### src/rtl/cq_pkg.sv
package cq_pkg;
  typedef enum logic [1:0] {
    QS_IDLE  = 2'd0,
    QS_RUN   = 2'd1,
    QS_HALT  = 2'd2
  } q_stat_e;

  typedef enum logic [1:0] {
    PH_IDLE,
    PH_FETCH,
    PH_WAIT,
    PH_HOLD
  } phase_e;
endpackage

### src/rtl/cq_decode.sv
module cq_decode #(
  parameter int CH_W = 6
) (
  input  logic [CH_W:0]   word_i,
  output logic            eoq_o,
  output logic            pause_o,
  output logic [CH_W-1:0] ch_o
);
  function automatic logic eoq_code(input logic [CH_W-1:0] ch);
    return &ch;
  endfunction

  assign ch_o    = word_i[CH_W-1:0];
  assign pause_o = word_i[CH_W];
  assign eoq_o   = eoq_code(word_i[CH_W-1:0]);
endmodule

### src/rtl/cq_addr.sv
module cq_addr #(
  parameter int ADDR_W = 4
) (
  input  logic              clk,
  input  logic              rst_n,
  input  logic              clr_i,
  input  logic              inc_i,
  output logic [ADDR_W-1:0] addr_o,
  output logic              last_o
);
  localparam logic [ADDR_W-1:0] TOP = '1;

  function automatic logic [ADDR_W-1:0] step(input logic [ADDR_W-1:0] a);
    return a + 1'b1;
  endfunction

  always_ff @(posedge clk) begin
    if (!rst_n)     addr_o <= '0;
    else if (clr_i) addr_o <= '0;
    else if (inc_i) addr_o <= step(addr_o);
  end

  assign last_o = (addr_o == TOP);
endmodule

### src/rtl/cq_ctrl.sv
module cq_ctrl
  import cq_pkg::*;
#(
  parameter int CH_W = 6
) (
  input  logic            clk,
  input  logic            rst_n,
  input  logic            trig_i,
  input  logic            eoq_i,
  input  logic            pbit_i,
  input  logic [CH_W-1:0] ch_i,
  input  logic            last_i,
  input  logic            done_i,
  output logic            clr_o,
  output logic            inc_o,
  output logic            accept_o,
  output logic            req_o,
  output logic [CH_W-1:0] ch_o,
  output logic [1:0]      status_o,
  output logic            done_evt_o,
  output logic            pause_evt_o
);
  phase_e          ph_q, ph_n;
  logic            pb_q;
  logic [CH_W-1:0] ch_q;
  logic            done_n, pause_n, latch;

  always_comb begin
    ph_n     = ph_q;
    clr_o    = 1'b0;
    inc_o    = 1'b0;
    accept_o = 1'b0;
    done_n   = 1'b0;
    pause_n  = 1'b0;
    latch    = 1'b0;
    unique case (ph_q)
      PH_IDLE: if (trig_i) begin
        clr_o = 1'b1;
        ph_n  = PH_FETCH;
      end
      PH_FETCH: if (eoq_i) begin
        done_n = 1'b1;
        ph_n   = PH_IDLE;
      end else begin
        latch = 1'b1;
        ph_n  = PH_WAIT;
      end
      PH_WAIT: if (done_i) begin
        accept_o = 1'b1;
        pause_n  = pb_q;
        if (last_i) begin
          done_n = 1'b1;
          ph_n   = PH_IDLE;
        end else begin
          inc_o = 1'b1;
          ph_n  = pb_q ? PH_HOLD : PH_FETCH;
        end
      end
      PH_HOLD: if (trig_i) ph_n = PH_FETCH;
      default: ph_n = PH_IDLE;
    endcase
  end

  always_ff @(posedge clk) begin
    if (!rst_n) begin
      ph_q        <= PH_IDLE;
      pb_q        <= 1'b0;
      ch_q        <= '0;
      done_evt_o  <= 1'b0;
      pause_evt_o <= 1'b0;
    end else begin
      ph_q        <= ph_n;
      done_evt_o  <= done_n;
      pause_evt_o <= pause_n;
      if (latch) begin
        pb_q <= pbit_i;
        ch_q <= ch_i;
      end
    end
  end

  assign req_o    = (ph_q == PH_WAIT);
  assign ch_o     = ch_q;
  assign status_o = (ph_q == PH_IDLE) ? QS_IDLE :
                    (ph_q == PH_HOLD) ? QS_HALT : QS_RUN;
endmodule

### src/rtl/cq_seq.sv
module cq_seq #(
  parameter int ADDR_W = 4,
  parameter int CH_W   = 6
) (
  input  logic              clk,
  input  logic              rst_n,
  input  logic              trig_i,
  output logic [ADDR_W-1:0] cmd_addr_o,
  input  logic [CH_W:0]     cmd_data_i,
  output logic              conv_req_o,
  output logic [CH_W-1:0]   conv_ch_o,
  input  logic              conv_done_i,
  output logic [1:0]        status_o,
  output logic              done_evt_o,
  output logic              pause_evt_o
);
  // named internal events, visible to the bound checker
  logic            eoq_hit;
  logic            pbit;
  logic [CH_W-1:0] ch_rd;
  logic            last_hit;
  logic            addr_clr;
  logic            addr_inc;
  logic            conv_fire;

  cq_decode #(.CH_W(CH_W)) u_dec (
    .word_i (cmd_data_i),
    .eoq_o  (eoq_hit),
    .pause_o(pbit),
    .ch_o   (ch_rd)
  );

  cq_addr #(.ADDR_W(ADDR_W)) u_addr (
    .clk   (clk),
    .rst_n (rst_n),
    .clr_i (addr_clr),
    .inc_i (addr_inc),
    .addr_o(cmd_addr_o),
    .last_o(last_hit)
  );

  cq_ctrl #(.CH_W(CH_W)) u_ctrl (
    .clk        (clk),
    .rst_n      (rst_n),
    .trig_i     (trig_i),
    .eoq_i      (eoq_hit),
    .pbit_i     (pbit),
    .ch_i       (ch_rd),
    .last_i     (last_hit),
    .done_i     (conv_done_i),
    .clr_o      (addr_clr),
    .inc_o      (addr_inc),
    .accept_o   (conv_fire),
    .req_o      (conv_req_o),
    .ch_o       (conv_ch_o),
    .status_o   (status_o),
    .done_evt_o (done_evt_o),
    .pause_evt_o(pause_evt_o)
  );
endmodule

### config.mk
export PLATFORM = sky130hd
export DESIGN_NAME = cq_seq
export DESIGN_NICKNAME = d
export VERILOG_FILES = /design/src/rtl/cq_pkg.sv /design/src/rtl/cq_decode.sv /design/src/rtl/cq_addr.sv /design/src/rtl/cq_ctrl.sv /design/src/rtl/cq_seq.sv
export SDC_FILE = /design/constraint.sdc
export NUM_CORES = 1
export LEC_CHECK = 0
export BUFFER_PORTS_ARGS = -buffer_cell sky130_fd_sc_hd__buf_2
export CAP_MARGIN = 15
export CORE_MARGIN = 3
export CORE_UTILIZATION = 51
export CTS_CLUSTER_DIAMETER = 60
export DETAILED_ROUTE_END_ITERATION = 16
export GPL_TIMING_DRIVEN = 0
export PLACE_DENSITY = 0.81
export SLEW_MARGIN = 40
export SYNTH_ARGS = -nofsm -noshare
export SYNTH_HDL_FRONTEND = slang
export SYNTH_HIERARCHICAL = 1
export SYNTH_SLANG_ARGS = --single-unit
### constraint.sdc
create_clock -name clk -period 4.7 [get_ports clk]
set_input_delay 0.94 -clock clk [delete_from_list [all_inputs] [get_ports clk]]
set_output_delay 0.94 -clock clk [all_outputs]
set_load 0.02 [all_outputs]
# Yosys cells after proc, flatten, opt, wreduce, memory -nomap -nowiden

Cells that the tools add are included.

Bits in registers: 15
Input bits: 11
Output and inout bits: 15
Logic and storage cells: 39

$add $sub $neg: 1
Eq/ne operators: 6
Multiplexer cells: 19
Bitwise operators: 1
Reduce and logical (&&, ||, !) cells: 6

Operators by type and width:

| cell                                                | count |
|---|---|
| two-way mux 2 bit                                   | 7 |
| two-way mux 1 bit                                   | 10 |
| case mux 2 bit (3 select lines)                     | 1 |
| AND reduction 6 bit                                 | 1 |
| adder 4 x 1 -> 4 bit, second input constant         | 1 |
| equality test 2 bit, second input constant          | 2 |
| equality test 4 bit, second input constant          | 1 |
| != test 2 x 1 -> 1 bit, second input constant       | 2 |
| OR reduction 2 bit                                  | 2 |
| AND reduction 3 bit                                 | 1 |
| equality test 2 x 1 -> 1 bit, second input constant | 1 |
| logical NOT 2 bit                                   | 1 |
| case mux 1 bit (2 select lines)                     | 1 |
| AND reduction 2 bit                                 | 1 |
| inverter 1 bit                                      | 1 |

# Longest topological paths before layout

Gate-level depths: netlist of run 1.

Depth after elaboration: 4
Depth in mapped cells: 6
Gate-level depth less buffers: 6

# By module

Netlist of run 1, hierarchy kept.

Modules (own cells, without submodules):

| module    | instances | cells each | area each (µm²) | seq. area each (µm²) |
|---|---|---|---|---|
| cq_ctrl   | 1         | 62         | 519.2           | 220.2 |
| cq_addr   | 1         | 18         | 188.9           | 80.1 |
| cq_decode | 1         | 10         | 66.3            | 0.0 |

# Worst setup path after synthesis of run 1

OpenSTA, ideal clock, no wires.

Path type: input -> register
Start point: input port cmd_data_i[2]
End point: register u_ctrl.ph_q[1]
Setup time: 0.116 ns
Data arrival time: 1.947 ns
Required time: 4.584 ns
Slack: 2.637 ns
Stages: 6
Buffers on the path: 1
Cell sequence: nand4_1 nor2_1 nor2b_1 buf_6 or4_1 and3_1

Cells in the longest elaborated chain, start to end: 3

RTL lines:

| element                         | line            | source |
|---|---|---|
| start, declared                 | cq_seq.sv:9     | `input logic [CH_W:0] cmd_data_i,` |
| AND reduction 6 bit             | cq_decode.sv:10 | `return &ch;` |
| named net eoq_hit               | cq_seq.sv:18    | `logic eoq_hit;` |
| two-way mux 2 bit               | cq_ctrl.sv:41   | `PH_FETCH: if (eoq_i) begin` |
| case mux 2 bit (3 select lines) | cq_ctrl.sv:36   | `unique case (ph_q)` |
| end signal, assigned            | cq_ctrl.sv:72   | `ph_q <= ph_n;` |
| end, declared                   | cq_ctrl.sv:23   | `phase_e ph_q, ph_n;` |

The timed path passes the listed nets, and every way through them passes these cells.
A chain may end at the register's enable or synchronous reset.

# Worst setup path in the final report of run 1

Start point: register u_ctrl.ph_q[0]
End point: output port status_o[0]

Cells in the longest elaborated chain, start to end: 3
Elaborated cells on any way between the ends: 4
Classes of those cells: eq/ne (1); mux (2); reduce/logical (1)

RTL lines:

| element             | line          | source |
|---|---|---|
| equality test 2 bit | cq_ctrl.sv:85 | `(ph_q == PH_HOLD) ? QS_HALT : QS_RUN;` |
| two-way mux 2 bit   | cq_ctrl.sv:85 |  |
| two-way mux 2 bit * | cq_ctrl.sv:84 | `assign status_o = (ph_q == PH_IDLE) ? QS_IDLE :` |
| end, declared       | cq_seq.sv:13  | `output logic [1:0] status_o,` |

Every way passes the cells marked *; elsewhere a longest branch is shown, timed or not.

==> results of run 1 <==
==> per-stage QoR <==
step / util / instance area, sq um / power, uW
2_1_floorplan: - / 767 / 321
3_3_place_gp: 0.671 / 906 / 366
3_5_place_dp: 0.671 / 906 / 372
4_1_cts: 0.691 / 933 / 447
5_1_grt: 0.691 / 933 / 478
6_report: 0.691 / 933 / 445
==> layer usage <==
layer | track usage | wire [microns]
met1 | 0.185 | 680
met2 | 0.292 | 773
met3 | 0.0359 | 59
met4 | 0.0877 | 17
met5 | 0 | 0
==> placed cells by master, fill, tap and decap left out, drive strengths merged, types with 2 or more instances in the layout <==
master / count
clkbuf: 3
inv: 3
dfxtp: 15
nand4: 2
and3: 2
nor2: 7
mux2i: 2
buf: 32
nand3b: 2
nand2: 18
ha: 6
a21oi: 9
or2b: 2
o21ai: 2
==> worst min-delay path by stage <==
| stage | end | cells past startpoint | start |
|---|---|---|---|
| 5_1_grt | u_ctrl/ch_o[2]$_SDFFE_PN0P_ | 2 | u_ctrl/ch_o[2]$_SDFFE_PN0P_ |
| 3_3_place_gp | u_ctrl/ch_o[1]$_SDFFE_PN0P_ | 2 | u_ctrl/ch_o[1]$_SDFFE_PN0P_ |
| 3_5_place_dp | u_ctrl/pause_evt_o$_SDFF_PN0_ | 2 | u_ctrl/pb_q$_SDFFE_PN0P_ |
| 4_1_cts | u_ctrl/ch_o[3]$_SDFFE_PN0P_ | 2 | u_ctrl/ch_o[3]$_SDFFE_PN0P_ |
| 6_report | u_ctrl/ch_o[3]$_SDFFE_PN0P_ | 2 | u_ctrl/ch_o[3]$_SDFFE_PN0P_ |
| 2_1_floorplan | u_ctrl/pause_evt_o$_SDFF_PN0_ | 2 | u_ctrl/pb_q$_SDFFE_PN0P_ |
==> power breakdown <==
part	total, uW	switching (uW)	internal, uW	leakage, uW
Combinational	208	123	85.2	0.000322
Sequential	163	14.9	148	0.000122
Clock	72.9	41.4	31.5	0.0000177
Total	445	180	265	0.000462
==> final cells by class <==
cell class | instances | share of cell area
buffer | 8 | 0.0684
clock buffer | 3 | 0.0241
clock inverter | 1 | 0.00536
inverter | 3 | 0.0121
multi-input combinational | 63 | 0.420
sequential | 15 | 0.322
tap | 15 | 0.0201
timing repair buffer | 24 | 0.129
==> sequential cells by signal, indices dropped and copies added (netlist names) <==
name                count
u_ctrl/ch_o             6
u_ctrl/pb_q             1
u_ctrl/ph_q             2
u_ctrl/done_evt_o       1
u_ctrl/pause_evt_o      1
u_addr/addr_o           4
==> worst max-delay path: cells and delay by family (launching register included) <==
family | cells | cell delay, ns
buffers and inverters | 2 | 0.28
adder cells (fa/ha/maj) | 1 | 0.35
flip-flops | 1 | 0.39
==> run metrics, run 1 <==
status=finished, final reports clean; die area=around 2000 sq um; total CTS buffers=3; total gr overflow=0; CTS Buffer Depth=2; worst setup path startpoint=u_ctrl/ph_q[0]$_SDFFE_PN0P_; max-slew violations=0; unrepaired setup endpoints after global routing=false; worst vdd ir=between 0.0002 and 0.0003 V; total negative setup slack=0 ns; Post-Syn Instances=a little under 90; count of yosys warnings during synthesis=6; vias in the first global route=between 600 and 700; CTS Sinks=15; Reg2Reg Setup Slack=2.94 ns; PortBufs=24; Fin Clk Skew=0.00818 ns; DR DRC count=0; Worst-path clk slew=0.10 ns; antenna cells=0; placed insts=128; Initial DRC Count=10; clk root buf=clkbuf_4; DP Worst Slack=around 2.4 ns; crit end category=output port; CP Cell Sequence=inv_1 -> ha_1 -> buf_2; postcts setup bufs=0; H-tree depth=1; Worst-Margin Slew=0.375 ns; setup ws final=2.46 ns; largest net degree at the start of global routing=10; post-route ant nets=0; hold_buf cts=0; Seq. cell area=300 sq um; share of cells above drive strength 1=0.325; Leakage=~0.00046 uW; total track usage=0.166; synth-to-layout area growth=21.7%; die width=44.8 microns; slowest CP cell=dfxtp_1; first-pass GRT wire length=2460 microns; Slew HR=0.749; final WL=1530 microns; I/O Pins=26; MaxCap Viol Count=0; pwr dens=476 nW/um^2; CP required=3.76 ns; Post-DP HPWL=approximately 1200 microns; Fin Hold WS=~0.46 ns; area occupied by multi-input gates=392 sq um; routed length per instance=11.6 microns; crit-path max FO=4; reg2reg start=u_ctrl/ph_q[1]$_SDFFE_PN0P_; Max Fclk=446 MHz; core area=~1400 sq um; fin crit period=2.24 ns; DR vias/cell=roughly 5.0; crit path kind=flip-flop to output port; post_cts resized=0; final net count=135; Die H=roughly 45 microns; r2r endpoint=u_ctrl/ph_q[1]$_SDFFE_PN0P_; Mean Syn Cell Area=8.62 sq um; GP Congestion=0.802; Critical Path Start Type=flip-flop; row cnt=13; CTS tree=yes; Critical Path Max Stage Delay=0.39 ns; worst reg-to-reg path cell count=6; initial antenna violation count=0; crit path DAT=1.30 ns; Final setup viols=0; fin crit share=0.477; routed via count=666; Netlist Area Pre-Place=roughly 770 sq um; Hold Vio Cnt, Final=0; First-pass DRT Iterations=4; crit path capture=status_o[0]; Initial Util=0.568; filler cell count=121; Non-Filler Instances=between 100 and 150; Mapped Nets=106; HP Class=flip-flop to flip-flop; Clock Latency Late Sink=roughly 0.28 ns
Power figures use the tool's default switching activity.
==> run 2: changes to the inputs <==
--- a/config.mk
+++ b/config.mk
@@ -8,11 +8,11 @@
 export BUFFER_PORTS_ARGS = -buffer_cell sky130_fd_sc_hd__buf_2
 export CAP_MARGIN = 15
 export CORE_MARGIN = 3
-export CORE_UTILIZATION = 51
+export CORE_UTILIZATION = 43
 export CTS_CLUSTER_DIAMETER = 60
 export DETAILED_ROUTE_END_ITERATION = 16
 export GPL_TIMING_DRIVEN = 0
-export PLACE_DENSITY = 0.81
+export PLACE_DENSITY = 0.73
 export SLEW_MARGIN = 40
 export SYNTH_ARGS = -nofsm -noshare
 export SYNTH_HDL_FRONTEND = slang
==> constraint.sdc (replaced) <==
create_clock -name clk -period 2 [get_ports clk]
set_input_delay 0.4 -clock clk [delete_from_list [all_inputs] [get_ports clk]]
set_output_delay 0.4 -clock clk [all_outputs]
set_load 0.02 [all_outputs]
==> run 2 against run 1 <==
Net effect:
- sequential cell count unchanged
- sequential share of layout area down 0.34 points
- cell area rose by 1.1%
- first-iteration DRC count grew 30%
- critical path depth grew 3
- cell count is 6.8% higher
- clock skew is 0.0033 ns lower
==> run metrics, run 2 (same netlist as run 1, synthesis figures left out) <==
total gr overflow=0; placed insts=approximately 140; crit end category=flip-flop; Seq pwr share=0.367; DR vias/cell=around 4.8; fin crit share=0.866; CTS Sinks=15; vias in the first global route=596; worst vdd ir=0.000684 V; status=finished, final reports clean; crit path kind=flip-flop to flip-flop; Critical Path Start Type=flip-flop; die area=~2300 sq um; final instance area=between 900 and 1000 sq um; DR WL met2=753 microns; Clock Latency Late Sink=around 0.28 ns; Final setup viols=0; Fin Hold WS=approximately 0.37 ns; PortBufs=24; total track usage=0.157; Worst-Margin Slew=0.376 ns; clk root buf=clkbuf_4; final WL=1530 microns; initial antenna violation count=0; post_cts resized=0; most frequent cells in the layout=24 x buf_2, 18 x nand2_1, 15 x dfxtp_1, 9 x a21oi_1; filler cell count=162; Initial Util=0.481; P_int=627 uW; routed via count=679; Switching Share=0.400; antenna cells=0; CTS tree=yes; final net count=135; Die H=48.2 microns; Fin Clk Skew=0.00487 ns; clock network fraction of design power=0.162; Gate power share=0.471; synth-to-layout area growth=23.0%; Non-Filler Instances=141; First-pass DRT Iterations=4; core area=about 1600 sq um; HP Class=input pin to flip-flop; I/O Pins=26; H-tree depth=1; Met1 Routed Length=641 microns; largest net degree at the start of global routing=9; DP Worst Slack=between 0.2 and 0.3 ns; dpl cell area=917 sq um; share of cells above drive strength 1=0.316; setup ws final=around 0.27 ns; Hold Vio Cnt, Final=0; Post-DP HPWL=roughly 1200 microns; WL met3=104 microns; MaxCap Viol Count=0; crit path DAT=~1.9 ns; Slew HR=0.748; DR DRC count=0; total negative setup slack=0 ns; row cnt=14; routed length per instance=10.9 microns; Max Fclk=577 MHz; die width=48.2 microns; Largest register FFs=6; first-pass GRT wire length=2490 microns; most common cell after layout, fill and taps aside=buf_2; GP Congestion=~0.88; hold_buf cts=0; crit-path max FO=8; total CTS buffers=3; unrepaired setup endpoints after global routing=false; Worst-path clk slew=0.09 ns; area occupied by multi-input gates=392 sq um; CP required=2.18 ns; CTS Buffer Depth=2; max-slew violations=0; Top Metal Used=met4; Leakage=0.000459 uW; Psw=417 uW; post-route ant nets=0; postcts setup bufs=0; Initial DRC Count=13; Seq. cell area=roughly 300 sq um; pwr dens=~1100 nW/um^2; fin crit period=roughly 1.7 ns
==> run 2: cell types whose count changed in the layout (fill, tap and decap cells not counted), sizes merged <==
cell	before	now
clkbuf	3	4
clkinv	1	0
==> run 2: area by class of cell <==
type,count,share of cell area
plain buffers,8,0.0676
clock buffers,4,0.0279
repair buffers,24,0.127
well taps,24,0.0318
flip-flops and latches,15,0.318
inverters,3,0.0119
multi-input cells,63,0.415
==> run 2: metal layers <==
layer | vias to the layer above | track usage
met1 | 306 | 0.187
met4 | 0 | 0.0968
met3 | 4 | 0.0443
met2 | 20 | 0.247
met5 | - | 0
li1 | 349 | -
==> run 2: final timing paths <==
path	startpoint	endpoint	slack (ns)	cells past startpoint
max	u_ctrl/ph_q[1]$_SDFFE_PN0P_	u_ctrl/ph_q[1]$_SDFFE_PN0P_	0.27	6
min	cmd_data_i[6]	u_ctrl/pb_q$_SDFFE_PN0P_	0.37	3
max reg2reg	u_ctrl/ph_q[1]$_SDFFE_PN0P_	u_ctrl/ph_q[1]$_SDFFE_PN0P_	0.27	6
min reg2reg	u_ctrl/pb_q$_SDFFE_PN0P_	u_ctrl/pause_evt_o$_SDFF_PN0_	0.45	2
==> run 2: critical path: stages, from the launching register on <==
cell and delay, ns:
dfxtp_1 0.38, inv_1 0.09, ha_1 0.24, nor2b_1 0.16
buf_6 0.13, or4_1 0.46, and3_1 0.17
==> run 2: power groups by stage <==
stage	Sequential, uW	Clock, uW	Combinational (uW)
after detailed placement	391	0	494
after floorplan	419	0	335
after global routing	392	186	549
final	383	170	492
after CTS	384	179	497
after global placement	388	0	477
==> run 2: through the flow <==
step	total power (uW)	util
2_1_floorplan	754	-
3_3_place_gp	865	0.575
3_5_place_dp	884	0.575
4_1_cts	1060	0.592
5_1_grt	1130	0.592
6_report	1040	0.592
